$ cat src/rtl/dmaIrqPkg.sv
package dmaIrqPkg;
  localparam int NUM_SRC = 12;

  // status bit positions
  localparam int B_BAD_ACC   = 0;
  localparam int B_SRC_DONE  = 1;
  localparam int B_DST_DONE  = 2;
  localparam int B_BYTE_OVF  = 3;
  localparam int B_SRC_ACCT  = 4;
  localparam int B_DST_ACCT  = 5;
  localparam int B_SRC_RDERR = 6;
  localparam int B_DST_RDERR = 7;
  localparam int B_DATA_RD   = 8;
  localparam int B_DATA_WR   = 9;
  localparam int B_DMA_DONE  = 10;
  localparam int B_PAUSE     = 11;

  // word map
  localparam int W_STATUS  = 0;
  localparam int W_MASK    = 1;
  localparam int W_ENABLE  = 2;
  localparam int W_DISABLE = 3;
  localparam int W_SRC_CNT = 4;
  localparam int W_DST_CNT = 5;
  localparam int W_LAST    = W_DST_CNT;

  typedef enum logic [2:0] {
    SEL_NONE, SEL_STATUS, SEL_MASK, SEL_SRC_CNT, SEL_DST_CNT
  } readSelT;

  typedef struct packed {
    logic    statusWr;
    logic    maskClr;
    logic    maskSet;
    logic    srcCntRd;
    logic    dstCntRd;
    logic    badAccess;
    readSelT rdSel;
  } ctrlStrobesT;
endpackage

$ cat src/rtl/dmaIrqDecode.sv
module dmaIrqDecode
  import dmaIrqPkg::*;
#(
  parameter int ADDR_W = 4
) (
  input  logic              clk,
  input  logic              rstN,
  input  logic              regEn,
  input  logic              regWe,
  input  logic [ADDR_W-1:0] regAddr,
  output ctrlStrobesT       strobes
);
  localparam logic [ADDR_W-1:0] A_STATUS  = ADDR_W'(W_STATUS);
  localparam logic [ADDR_W-1:0] A_MASK    = ADDR_W'(W_MASK);
  localparam logic [ADDR_W-1:0] A_ENABLE  = ADDR_W'(W_ENABLE);
  localparam logic [ADDR_W-1:0] A_DISABLE = ADDR_W'(W_DISABLE);
  localparam logic [ADDR_W-1:0] A_SRC     = ADDR_W'(W_SRC_CNT);
  localparam logic [ADDR_W-1:0] A_DST     = ADDR_W'(W_DST_CNT);
  localparam logic [ADDR_W-1:0] A_LAST    = ADDR_W'(W_LAST);

  logic isRead;
  logic isWrite;

  assign isRead  = regEn && !regWe;
  assign isWrite = regEn && regWe;

  always_comb begin
    strobes           = '0;
    strobes.rdSel     = SEL_NONE;
    strobes.badAccess = regEn && (regAddr > A_LAST);
    if (isWrite) begin
      unique case (regAddr)
        A_STATUS:  strobes.statusWr = 1'b1;
        A_ENABLE:  strobes.maskClr  = 1'b1;
        A_DISABLE: strobes.maskSet  = 1'b1;
        default:   ;
      endcase
    end
    if (isRead) begin
      unique case (regAddr)
        A_STATUS: strobes.rdSel = SEL_STATUS;
        A_MASK:   strobes.rdSel = SEL_MASK;
        A_SRC: begin
          strobes.rdSel    = SEL_SRC_CNT;
          strobes.srcCntRd = 1'b1;
        end
        A_DST: begin
          strobes.rdSel    = SEL_DST_CNT;
          strobes.dstCntRd = 1'b1;
        end
        default: strobes.rdSel = SEL_NONE;
      endcase
    end
  end

  // at most one side effect per access
  p_single_action_r8: assert property (@(posedge clk) disable iff (!rstN)
    $onehot0({strobes.statusWr, strobes.maskClr, strobes.maskSet,
              strobes.srcCntRd, strobes.dstCntRd, strobes.badAccess}));

  // no read path selected outside a read
  p_idle_no_read_r11: assert property (@(posedge clk) disable iff (!rstN)
    !isRead |-> strobes.rdSel == SEL_NONE);
endmodule

$ cat src/rtl/dmaIrqAcct.sv
module dmaIrqAcct #(
  parameter int CNT_W = 8
) (
  input  logic             clk,
  input  logic             rstN,
  input  logic             inc,
  input  logic             rdClr,
  output logic [CNT_W-1:0] count,
  output logic             wrapped
);
  localparam logic [CNT_W-1:0] CNT_MAX = '1;
  localparam logic [CNT_W-1:0] CNT_ONE = CNT_W'(1);

  assign wrapped = inc && !rdClr && (count == CNT_MAX);

  always_ff @(posedge clk or negedge rstN) begin
    if (!rstN) begin
      count <= '0;
    end else if (rdClr) begin
      count <= inc ? CNT_ONE : '0;
    end else if (inc) begin
      count <= count + CNT_ONE;
    end
  end

  // a read leaves at most the concurrent increment
  p_rdclr_r7: assert property (@(posedge clk) disable iff (!rstN)
    rdClr |=> count <= CNT_ONE);

  // the counter rolls over to zero from its maximum
  p_wrap_zero_r6: assert property (@(posedge clk) disable iff (!rstN)
    (inc && !rdClr && count == CNT_MAX) |=> count == '0);

  // without an increment or read the count holds
  p_hold_r6: assert property (@(posedge clk) disable iff (!rstN)
    (!inc && !rdClr) |=> $stable(count));
endmodule

$ cat src/rtl/dmaIrqState.sv
module dmaIrqState
  import dmaIrqPkg::*;
#(
  parameter int DATA_W = 32,
  parameter int CNT_W  = 8
) (
  input  logic              clk,
  input  logic              rstN,
  input  ctrlStrobesT       strobes,
  input  logic [DATA_W-1:0] wdata,
  input  logic              evSrcDscrDone,
  input  logic              evDstDscrDone,
  input  logic              evByteCntOvf,
  input  logic              evSrcDscrRdErr,
  input  logic              evDstDscrRdErr,
  input  logic              evDataRdErr,
  input  logic              evDataWrErr,
  input  logic              evDmaDone,
  input  logic              evDmaPause,
  output logic [DATA_W-1:0] rdata,
  output logic              irq
);
  localparam int NUM_CNT = 2;
  localparam logic [NUM_SRC-1:0] MASK_RESET = '1;

  logic [NUM_SRC-1:0] status;
  logic [NUM_SRC-1:0] mask;
  logic [NUM_SRC-1:0] setVec;
  logic [NUM_SRC-1:0] clrVec;
  logic [NUM_SRC-1:0] wbits;

  logic [NUM_CNT-1:0] cntInc;
  logic [NUM_CNT-1:0] cntRd;
  logic [NUM_CNT-1:0] cntWrap;
  logic [CNT_W-1:0]   cntVal [NUM_CNT];

  assign wbits  = wdata[NUM_SRC-1:0];
  assign cntInc = {evDstDscrDone, evSrcDscrDone};
  assign cntRd  = {strobes.dstCntRd, strobes.srcCntRd};

  for (genvar g = 0; g < NUM_CNT; g++) begin : g_acct
    dmaIrqAcct #(.CNT_W(CNT_W)) i_acct (
      .clk     (clk),
      .rstN    (rstN),
      .inc     (cntInc[g]),
      .rdClr   (cntRd[g]),
      .count   (cntVal[g]),
      .wrapped (cntWrap[g])
    );
  end

  always_comb begin
    setVec              = '0;
    setVec[B_BAD_ACC]   = strobes.badAccess;
    setVec[B_SRC_DONE]  = evSrcDscrDone;
    setVec[B_DST_DONE]  = evDstDscrDone;
    setVec[B_BYTE_OVF]  = evByteCntOvf;
    setVec[B_SRC_ACCT]  = cntWrap[0];
    setVec[B_DST_ACCT]  = cntWrap[1];
    setVec[B_SRC_RDERR] = evSrcDscrRdErr;
    setVec[B_DST_RDERR] = evDstDscrRdErr;
    setVec[B_DATA_RD]   = evDataRdErr;
    setVec[B_DATA_WR]   = evDataWrErr;
    setVec[B_DMA_DONE]  = evDmaDone;
    setVec[B_PAUSE]     = evDmaPause;
  end

  assign clrVec = strobes.statusWr ? wbits : '0;

  always_ff @(posedge clk or negedge rstN) begin
    if (!rstN) begin
      status <= '0;
      mask   <= MASK_RESET;
    end else begin
      status <= (status & ~clrVec) | setVec;
      if (strobes.maskClr) begin
        mask <= mask & ~wbits;
      end else if (strobes.maskSet) begin
        mask <= mask | wbits;
      end
    end
  end

  assign irq = |(status & ~mask);

  always_comb begin
    unique case (strobes.rdSel)
      SEL_STATUS:  rdata = DATA_W'(status);
      SEL_MASK:    rdata = DATA_W'(mask);
      SEL_SRC_CNT: rdata = DATA_W'(cntVal[0]);
      SEL_DST_CNT: rdata = DATA_W'(cntVal[1]);
      default:     rdata = '0;
    endcase
  end

  // a hardware set beats a concurrent clear
  p_set_wins_r9: assert property (@(posedge clk) disable iff (!rstN)
    evDmaDone |=> status[B_DMA_DONE]);

  // pause event is recorded
  p_pause_set_r1: assert property (@(posedge clk) disable iff (!rstN)
    evDmaPause |=> status[B_PAUSE]);

  // mask moves only through enable/disable
  p_mask_hold_r3: assert property (@(posedge clk) disable iff (!rstN)
    !(strobes.maskClr || strobes.maskSet) |=> $stable(mask));

  // invalid access flagged
  p_bad_access_r8: assert property (@(posedge clk) disable iff (!rstN)
    strobes.badAccess |=> status[B_BAD_ACC]);

  // counter wrap raises the accounting error bits
  p_src_acct_r6: assert property (@(posedge clk) disable iff (!rstN)
    cntWrap[0] |=> status[B_SRC_ACCT]);
  p_dst_acct_r6: assert property (@(posedge clk) disable iff (!rstN)
    cntWrap[1] |=> status[B_DST_ACCT]);

  // untouched status bits stay set without a write
  p_sticky_r2: assert property (@(posedge clk) disable iff (!rstN)
    !strobes.statusWr |=> (status & $past(status)) == $past(status));

  // reserved bits of the read word are zero
  p_rsvd_zero_r2: assert property (@(posedge clk) disable iff (!rstN)
    rdata[DATA_W-1:NUM_SRC] == '0);
endmodule

$ cat src/rtl/dma_irq_ctrl.sv
module dma_irq_ctrl
  import dmaIrqPkg::*;
#(
  parameter int ADDR_W = 4,
  parameter int DATA_W = 32,
  parameter int CNT_W  = 8
) (
  input  logic              clk,
  input  logic              rstN,
  input  logic              regEn,
  input  logic              regWe,
  input  logic [ADDR_W-1:0] regAddr,
  input  logic [DATA_W-1:0] regWdata,
  output logic [DATA_W-1:0] regRdata,
  input  logic              evSrcDscrDone,
  input  logic              evDstDscrDone,
  input  logic              evByteCntOvf,
  input  logic              evSrcDscrRdErr,
  input  logic              evDstDscrRdErr,
  input  logic              evDataRdErr,
  input  logic              evDataWrErr,
  input  logic              evDmaDone,
  input  logic              evDmaPause,
  output logic              irqOut
);
  ctrlStrobesT strobes;

  dmaIrqDecode #(.ADDR_W(ADDR_W)) i_decode (
    .clk     (clk),
    .rstN    (rstN),
    .regEn   (regEn),
    .regWe   (regWe),
    .regAddr (regAddr),
    .strobes (strobes)
  );

  dmaIrqState #(.DATA_W(DATA_W), .CNT_W(CNT_W)) i_state (
    .clk            (clk),
    .rstN           (rstN),
    .strobes        (strobes),
    .wdata          (regWdata),
    .evSrcDscrDone  (evSrcDscrDone),
    .evDstDscrDone  (evDstDscrDone),
    .evByteCntOvf   (evByteCntOvf),
    .evSrcDscrRdErr (evSrcDscrRdErr),
    .evDstDscrRdErr (evDstDscrRdErr),
    .evDataRdErr    (evDataRdErr),
    .evDataWrErr    (evDataWrErr),
    .evDmaDone      (evDmaDone),
    .evDmaPause     (evDmaPause),
    .rdata          (regRdata),
    .irq            (irqOut)
  );

  // nothing is driven on the read bus outside a read
  p_rdata_idle_r11: assert property (@(posedge clk) disable iff (!rstN)
    !(regEn && !regWe) |-> regRdata == '0);
endmodule

$ cat config.mk
export PLATFORM = sky130hd
export DESIGN_NAME = dma_irq_ctrl
export DESIGN_NICKNAME = d
export VERILOG_FILES = /design/src/rtl/dmaIrqPkg.sv /design/src/rtl/dmaIrqDecode.sv /design/src/rtl/dmaIrqAcct.sv /design/src/rtl/dmaIrqState.sv /design/src/rtl/dma_irq_ctrl.sv
export SDC_FILE = /design/constraint.sdc
export NUM_CORES = 1
export LEC_CHECK = 0
export CAP_MARGIN = 20
export CORE_ASPECT_RATIO = 2
export CORE_MARGIN = 2
export CORE_UTILIZATION = 46
export DETAILED_ROUTE_END_ITERATION = 7
export GPL_TIMING_DRIVEN = 0
export PLACE_DENSITY = 0.8
export SLEW_MARGIN = 0
export SYNTH_ARGS = -nofsm -noshare
export SYNTH_HDL_FRONTEND = slang
export SYNTH_SLANG_ARGS = --single-unit
$ cat constraint.sdc
create_clock -name clk -period 2.83 [get_ports clk]
set_input_delay 0.7075 -clock clk [delete_from_list [all_inputs] [get_ports clk]]
set_output_delay 0.7075 -clock clk [all_outputs]
set_load 0.03 [all_outputs]
==> results.md <==
- Outcome: complete, no violations
- Final Cycle Share: 0.982
- GPL Wtd Cong: 0.894
- Largest net degree at the start of global routing: slightly above 40
- CTS Hold Buffers Added: 0
- DRT antenna net count: 0
- Initial antenna violation count: 0
- CTS buffer count: 5
- Die height: ~110 microns
- Worst Hold Depth: 2
- Achievable clock frequency: roughly 0.36 GHz
- P&R area growth vs syn: 28.9%
- DRC viols: 0
- Worst slew margin: 0.395
- Layout cells sized above 1: 0.293
- P_leak: around 0.0013 uW
- Routed via count: about 2,100
- Worst reg2reg path depth: 3
- Top-area cell type share of the netlist area: 0.281
- Critical Path Start: regWe
- Crit path DAT: 2.07 ns
- Vias per cell: approximately 5.7
- RR Startpoint: i_state.g_acct[1].i_acct.count[3]
- # fillers: 458
- Pwr/cell area: 556 nW/um^2
- Crit Path Category: primary input to output port
- Hold_ws: about 0.50 ns
- GRT Residual Overflow: 0
- Peak VDD IR: 0.514 mV
- Dpl hpwl: between 4 and 5 mm
- Site Rows: 38
- First-pass GRT wire length: a little over 10 mm
- Design area: roughly 3200 sq um
- Cell taking the most area after synthesis: dfrtp_1
- Drt total wl: approximately 6.4 mm
- CTS H-tree lvls: 2
- Highest-count cells in the layout ignoring fill and taps: dfrtp_1 (28), buf_4 (27), conb_1 (20)
- Die Area: between 6000 and 7000 sq um
- Critical path required time: around 2.1 ns
- Final nets: roughly 370
- Max FO, Critical Path: 8
- I/O Buffers: 39
- Post-synth top flop: dfrtp_1
- Worst-Margin Slew: around 0.91 ns
- Inserted Diodes: 0
- First DRT Iteration DRCs: between 60 and 70
- Dominant cells by area after synthesis: dfrtp_1 (28%), dfstp_2 (13%), mux2i_1 (8.8%)
- Worst skew pair latency: between 0.2 and 0.3 ns
- Cell count after synthesis: 250
- CTS sink cnt: 40
- Final Util: 0.604
- CTS Root Cell: clkbuf_8
- Mapped cell area: between 2000 and 2500 sq um
- Die width: around 56 microns
- Crit. End Element: output port
- Sequential area share after synthesis: 0.407
- Number of global-route vias before repair: roughly 2,200
- Commonest non-fill, non-tap cell in the layout: dfrtp_1
- RSZ-0062 raised after global routing: no
- Period minus WS final: ~2.8 ns
- Count of final hold-check violations: 0
- Syn avg cell area: approximately 10 sq um
- CTS clk-pin slew, worst paths: 0.08 ns
- Clock tree buffer depth: 2
- GRT Total Usage: 0.218
- Unique cell type count in the Yosys netlist: 35
- Post-DP Area: 3030 sq um
- Routed len/inst: 17.1 microns
- Max cap viols: 0
- Max Slew Vio Count: 0
- Final setup violation count: 0
- Ys Warns: 0
- Final setup skew: between 0.0015 and 0.002 ns
- DR pass1 iterations: 4
- Ports: 82
- Initial Utilization: 0.469
- Hold crit path type: flop to flop
- Crit path launch type: primary input
- Ys async rst share: 1.00
- Seq cells post-synth: 40
- Post-synth EDFFs: 0
- Core footprint: approximately 5300 sq um
- CTS tree: built
[timing repair]
item | CTS | global route
setup buffers | 3 | 0
setup endpoints to repair | 12 | 13
pin swaps | 7 | 5
resized for setup | 122 | 12
[cell type report]
class	instances	area, sq um	area share
clock buffers	7	76.3	0.0237
well taps	60	75.1	0.0233
flip-flops and latches	40	1020	0.316
clock inverters	1	5.00	0.00156
repair buffers	42	407	0.126
plain buffers	32	215	0.0669
multi-input cells	188	1400	0.434
inverters	7	26.3	0.00817
[where the power goes]
part           switching (uW)  internal, uW  leakage (uW)  total (uW)
clock                     201           173     0.0000422         374
sequential                169           718      0.000445         886
combinational             287           242      0.000817         529
[through the flow]
step	setup TNS (ns)	setup WS [ns]	power, uW	std cells
6_report	0	0.0515	1790	377
4_1_cts	-0.0316	-0.0116	1760	379
5_1_grt	0	0.0160	1890	377
2_1_floorplan	0	0.0981	1190	269
3_5_place_dp	-11.88	-1.02	1360	368
3_3_place_gp	-11.59	-1.01	1330	368
[cells by family after synthesis]
family,count (synthesis),share of synthesized area
AOI/OAI and AO/OA,44,0.127
xor gates and xnor gates,8,0.0281
adders and majority gates,2,0.0100
buffers and inverters,41,0.0973
DFF,40,0.407
muxes,31,0.129
other,1,0.00150
and+or+nand+nor,83,0.200
[per-layer routing]
layer  GRT usage  wire, microns  vias to the layer above
met2       0.385           3430                       98
met3      0.0431            413                       16
li1            -              -                      993
met4      0.0952            196                        0
met1       0.252           2410                     1038
met5           0              0                        -
[critical path, stage by stage]
cell and delay (ns):
buf_8 0.09, or4b_4 0.56, or2_1 0.24, buf_6 0.16, o22ai_4 0.15, buf_6 0.15
[synthesized netlist by cell type (3+ instances only)]
master     number
a2111oi_0       3
nor2b_1         9
a21oi_1         7
nand2b_1       12
dfrtp_1        28
clkbuf_1        9
mux2i_1        22
inv_1           7
or3_1           4
a22o_1          4
nand4_1         5
o22ai_2         8
dfstp_2        12
mux2_2          9
nand2_1         6
xor2_1          6
nor4b_1        12
nand3_1        18
o21ai_0        19
buf_4          21
nor2_1          8
[final timing paths]
path                                                      to  slack, ns
max in group asynchronous  i_state.g_acct[0].i_acct.count[2]       1.73
setup / recovery                                 regRdata[5]       0.05
hold / removal                                          flop       0.50
min in group asynchronous                  i_state.status[3]       0.54
hold reg to reg                                         flop       0.50
setup reg to reg           i_state.g_acct[1].i_acct.count[7]       1.45
(Power assumes the default switching activity.)
